===== config.mk =====
export PLATFORM = sky130hd
export DESIGN_NAME = gbx_deser
export DESIGN_NICKNAME = d
export VERILOG_FILES = /design/src/rtl/gbx_pkg.sv /design/src/rtl/gbx_word_ctl.sv /design/src/rtl/gbx_stage.sv /design/src/rtl/gbx_out_reg.sv /design/src/rtl/gbx_deser.sv
export SDC_FILE = /design/constraint.sdc
export NUM_CORES = 1
export LEC_CHECK = 0
export BUFFER_PORTS_ARGS = -buffer_cell sky130_fd_sc_hd__buf_2
export CORE_ASPECT_RATIO = 1.4
export CORE_MARGIN = 4
export CORE_UTILIZATION = 50
export DETAILED_ROUTE_END_ITERATION = 16
export GPL_TIMING_DRIVEN = 0
export PLACE_DENSITY = 0.71
export SETUP_SLACK_MARGIN = 0.4
export SLEW_MARGIN = 25
export SYNTH_ARGS = -nofsm -noshare
export SYNTH_HDL_FRONTEND = slang
export SYNTH_HIERARCHICAL = 1
export SYNTH_SLANG_ARGS = --single-unit

===== constraint.sdc =====
create_clock -name clk_i -period 2.1 [get_ports clk_i]
set_input_delay 0.21 -clock clk_i [delete_from_list [all_inputs] [get_ports clk_i]]
set_output_delay 0.21 -clock clk_i [all_outputs]
set_load 0.1 [all_outputs]

===== src/rtl/gbx_pkg.sv =====
package gbx_pkg;
  typedef enum logic [1:0] {
    GBX_NARROW = 2'd0,
    GBX_WIDE   = 2'd1,
    GBX_SPLIT  = 2'd2,
    GBX_RSVD   = 2'd3
  } gbx_mode_e;
endpackage


===== src/rtl/gbx_word_ctl.sv =====
module gbx_word_ctl
  import gbx_pkg::*;
#(
  parameter int WORD_W = 8,
  parameter int LANES  = 2,
  localparam int CNT_W = $clog2(WORD_W + 1)
) (
  input  logic             clk_i,
  input  logic             rst_ni,
  input  gbx_mode_e        mode_i,
  input  logic             slip_i,
  output logic             take_o,
  output logic             last_o,
  output logic [CNT_W-1:0] idx_o
);
  localparam int LEN_N = WORD_W - 1;
  localparam int LEN_S = WORD_W / LANES;

  logic [CNT_W-1:0] cnt_q, len;
  logic             blocked_q, accept_slip;

  always_comb begin
    unique case (mode_i)
      GBX_NARROW: len = CNT_W'(LEN_N);
      GBX_SPLIT:  len = CNT_W'(LEN_S);
      default:    len = CNT_W'(WORD_W);
    endcase
  end

  assign accept_slip = slip_i & ~blocked_q;
  assign take_o      = ~accept_slip;
  assign last_o      = take_o && (cnt_q == len - CNT_W'(1));
  assign idx_o       = cnt_q;

  always_ff @(posedge clk_i or negedge rst_ni) begin
    if (!rst_ni) begin
      cnt_q     <= '0;
      blocked_q <= 1'b0;
    end else begin
      if (take_o) cnt_q <= last_o ? '0 : cnt_q + CNT_W'(1);
      // one slip outstanding at a time; cleared by the emitting edge
      if (accept_slip)  blocked_q <= 1'b1;
      else if (last_o)  blocked_q <= 1'b0;
    end
  end
endmodule


===== src/rtl/gbx_stage.sv =====
module gbx_stage
  import gbx_pkg::*;
#(
  parameter int WORD_W = 8,
  parameter int LANES  = 2,
  localparam int CNT_W  = $clog2(WORD_W + 1),
  localparam int LANE_W = WORD_W / LANES
) (
  input  logic              clk_i,
  input  logic              rst_ni,
  input  gbx_mode_e         mode_i,
  input  logic              take_i,
  input  logic [CNT_W-1:0]  idx_i,
  input  logic [LANES-1:0]  data_i,
  output logic [WORD_W-1:0] word_o
);
  logic [WORD_W-1:0] stage_q, stage_d;

  always_comb begin
    stage_d = stage_q;
    if (take_i) begin
      if (mode_i == GBX_SPLIT) begin
        // lane 0 owns the top slice, last lane the bottom slice
        for (int l = 0; l < LANES; l++) begin
          if (int'(idx_i) < LANE_W)
            stage_d[(LANES-1-l)*LANE_W + int'(idx_i)] = data_i[l];
        end
      end else if (int'(idx_i) < WORD_W) begin
        stage_d[idx_i] = data_i[0];
      end
    end
  end

  always_ff @(posedge clk_i or negedge rst_ni) begin
    if (!rst_ni) stage_q <= '0;
    else         stage_q <= stage_d;
  end

  assign word_o = stage_d;
endmodule


===== src/rtl/gbx_out_reg.sv =====
module gbx_out_reg
  import gbx_pkg::*;
#(
  parameter int WORD_W = 8
) (
  input  logic              clk_i,
  input  logic              rst_ni,
  input  gbx_mode_e         mode_i,
  input  logic              last_i,
  input  logic [WORD_W-1:0] word_i,
  output logic [WORD_W-1:0] q_o,
  output logic              valid_o
);
  logic [WORD_W-1:0] masked;

  for (genvar b = 0; b < WORD_W; b++) begin : g_mask
    if (b == WORD_W - 1) begin : g_top
      assign masked[b] = (mode_i == GBX_NARROW) ? 1'b0 : word_i[b];
    end else begin : g_low
      assign masked[b] = word_i[b];
    end
  end

  always_ff @(posedge clk_i or negedge rst_ni) begin
    if (!rst_ni) begin
      q_o     <= '0;
      valid_o <= 1'b0;
    end else begin
      valid_o <= last_i;
      if (last_i) q_o <= masked;
    end
  end
endmodule


===== src/rtl/gbx_deser.sv =====
module gbx_deser
  import gbx_pkg::*;
#(
  parameter int WORD_W = 8,
  parameter int LANES  = 2
) (
  input  logic              clk_i,
  input  logic              rst_ni,
  input  logic [1:0]        mode_i,
  input  logic [LANES-1:0]  data_i,
  input  logic              slip_i,
  output logic [WORD_W-1:0] q_o,
  output logic              valid_o
);
  localparam int CNT_W = $clog2(WORD_W + 1);

  gbx_mode_e         mode;
  logic              take, last;
  logic [CNT_W-1:0]  idx;
  logic [WORD_W-1:0] word;

  assign mode = gbx_mode_e'(mode_i);

  gbx_word_ctl #(.WORD_W(WORD_W), .LANES(LANES)) u_ctl (
    .clk_i(clk_i), .rst_ni(rst_ni), .mode_i(mode), .slip_i(slip_i),
    .take_o(take), .last_o(last), .idx_o(idx)
  );

  gbx_stage #(.WORD_W(WORD_W), .LANES(LANES)) u_stage (
    .clk_i(clk_i), .rst_ni(rst_ni), .mode_i(mode), .take_i(take),
    .idx_i(idx), .data_i(data_i), .word_o(word)
  );

  gbx_out_reg #(.WORD_W(WORD_W)) u_out (
    .clk_i(clk_i), .rst_ni(rst_ni), .mode_i(mode), .last_i(last),
    .word_i(word), .q_o(q_o), .valid_o(valid_o)
  );
endmodule


==> flow_metrics.py <==
metrics = {
    "finish": {
        "most-common-layout-cells": "dfrtp_1 (21), buf_2 (17), buf_4 (12)",
        "layout-drive-gt1-share": 0.4688,
        "syn2layout_area_growth_pct": 24.78,
        "nNetsFinal": 137,
        "antenna_cells": 0,
        "final_common_cell": "dfrtp_1",
    },
    "setup_path": {
        "critPathRequiredTime_ns": 2.29,
        "cp_slowest_cell": "or4b_4",
        "worstPathMaxFanout": 8,
        "cp.arrival_ns": 2.07,
        "critPathLaunchType": "register",
        "path_buf_inv": 1,
        "critPathTopFamily": "simple AND/OR/NAND/NOR gates",
        "path_class": "reg2reg",
        "max_stage_delay_ns": 0.51,
        "end_kind": "register",
        "crit_chain": "or4b_4 -> a311oi_4 -> buf_6 -> mux2_4",
    },
    "global_routing": {
        "grt_max_degree": 23,
        "grt_pass1_wl_mm": 4.105,
        "grt_overflow_total": 0,
        "grt_use_total": 0.1814,
        "grt_pass1_vias": 919,
        "grt_antenna_before_repair": 0,
    },
    "routing": {
        "drtAntennaViolNets": 0,
        "drc": 0,
        "wl_per_cell_um": 16.75,
        "first_pass_iters": 4,
        "vias_per_cell": 5.860,
        "wirelength_mm": 2.512,
        "routed-via-count": 879,
        "drtIter0Drc": 23,
    },
    "status": {
        "status": "finished clean",
    },
    "hold_path": {
        "hp-class": "in2reg",
    },
    "cts": {
        "clk_pin_slew_ns": 0.12,
        "cts_buffers": 3,
        "cts_tree": "done",
        "clock_path_buffers": 2,
        "clk_latency_ns": 0.30,
        "htreeDepth": 1,
        "clock-root-buffer": "clkbuf_4",
        "clkSinkCount": 22,
    },
    "timing": {
        "period_needed_ns": 1.874,
        "finClkSkew_ns": 0.01154,
        "clock.fmax_mhz": 533.6,
        "maxSlewHeadroom": 0.6659,
        "rsz0062_at_grt": "true",
        "worst_slew_pin_slew_ns": 0.5047,
        "setup_tns_ns": 0,
        "fin_crit_sh": 0.8924,
        "setup_violations": 0,
        "slew_violations": 0,
        "finalHoldViolations": 0,
    },
    "logic_synthesis": {
        "synth_seq_area_share": 0.4846,
        "synth_area_per_cell_um2": 11.96,
        "ys_seq_elements": 22,
        "synth_cell_types": 34,
        "syn-cell-area_um2": 1136,
        "synth_cells": 95,
        "ys.warnings.count": 6,
        "syn_nets": 103,
    },
    "placed_design": {
        "post-dp-hpwl_mm": 1.543,
        "place_congestion": 0.8222,
        "port-buffer-count": 15,
    },
    "floorplan": {
        "io_pins": 16,
        "dieHeight_um": 64.40,
        "rows": 20,
        "core-area_um2": 2177,
        "dieArea_um2": 3110,
        "die_w_um": 48.29,
        "initial_utilization": 0.5218,
    },
    "run": {
        "drv_cap": 0,
    },
}
-- sequential cells by signal, indices dropped and copies added, names as in the netlist --
register	flops
u_out/q_o	8
u_ctl/blocked_q	1
u_out/valid_o	1
u_stage/stage_q	8
u_ctl/idx_o	4
-- metal layers --
layer,part of all wire,GRT usage
met1,0.39,0.2256
met2,0.56,0.3023
met3,0.033,0.01972
met4,0.014,0.07071
met5,0,0
-- tightest hold or removal path, cell delays in order --
cell and delay, ns:
buf_2 0.12, o211ai_1 0.09, o21ai_1 0.08
-- Yosys cell counts --
master	n	area, um^2
mux2i_1	2	20.02
nand2b_1	3	18.77
nor3_1	6	30.03
mux2_2	8	90.09
nor2b_1	1	6.260
and2b_1	1	7.510
a21oi_1	3	15.01
nor4b_1	1	8.760
o21ai_1	2	10.01
nor4b_2	1	15.01
or4b_4	1	13.76
or3_1	1	6.260
buf_6	1	11.26
nor2_1	6	22.52
dfrtp_1	22	550.5
ha_1	1	12.51
xnor2_1	1	8.760
inv_1	4	15.01
buf_2	2	10.01
a311oi_4	1	26.28
nand2_1	2	7.510
nand3b_1	1	7.510
o31ai_1	1	7.510
and4bb_1	1	12.51
mux2_4	7	105.1
and3_1	2	12.51
nor3b_1	1	7.510
a2111oi_0	1	8.760
nand4bb_1	1	11.26
o211ai_1	1	7.510
a211o_1	1	8.760
o21ai_0	4	20.02
a31oi_1	1	6.260
nand3_1	3	15.01
-- cells by family after synthesis --
group | after synthesis | share of synthesized area
AND/OR/NAND/NOR | 32 | 0.1784
flip-flops | 22 | 0.4846
XOR/XNOR | 1 | 0.007711
adder cells (fa/ha/maj) | 1 | 0.01101
multiplexers | 17 | 0.1894
buffers and inverters | 7 | 0.03193
AO/OA/AOI/OAI | 15 | 0.09693
-- per-stage QoR --
step                      worst slack, ns  cells  instance area (um^2)  utilization  hold slack, ns
final                              0.2260    150                  1418       0.6511          0.2264
after global routing               0.1852    150                  1418       0.6511          0.2578
after CTS                          0.2268    147                  1366       0.6276          0.2156
after detailed placement          0.09447    132                  1240       0.5695          0.2005
after global placement             0.1125    132                  1240       0.5695          0.1958
after floorplan                    0.2259     95                  1137            -        -0.08559
-- path summary, 6_finish.rpt --
path | endpoint | cells past startpoint | from | slack, ns
worst min-delay path | u_out/q_o[7] | 3 | mode_i[0] | 0.23
max in group asynchronous | u_ctl/idx_o[0] | 2 | rst_ni | 1.39
min in group asynchronous | u_ctl/idx_o[1] | 2 | rst_ni | 0.37
worst max register to register | u_out/q_o[4] | 4 | u_ctl/idx_o[0] | 0.23
worst min register to register | u_stage/stage_q[1] | 1 | u_stage/stage_q[1] | 0.51
worst max-delay path | u_out/q_o[4] | 4 | u_ctl/idx_o[0] | 0.23
-- cell type report --
class / instances / area (um^2)
sequential: 22 / 551.8
clock buffer: 4 / 26.28
fill: 174 / 759.5
inverter: 4 / 15.01
buffer: 3 / 21.27
timing repair buffer: 29 / 186.4
tap: 22 / 27.53
multi-input combinational: 66 / 589.3
-- repair_timing --
action | 4_1_cts | 5_1_grt
resized for setup | 5 | 5
pin swaps | 2 | 2
buffers inserted | 10 | 3
endpoints found under the setup margin | 9 | 9
gates cloned | 0 | 0
endpoints found under the hold margin | 22 | 0
hold buffers | 1 | 0
Power is not shown: default switching activity piles up to over one toggle a cycle in this logic, so the estimate is an artifact.
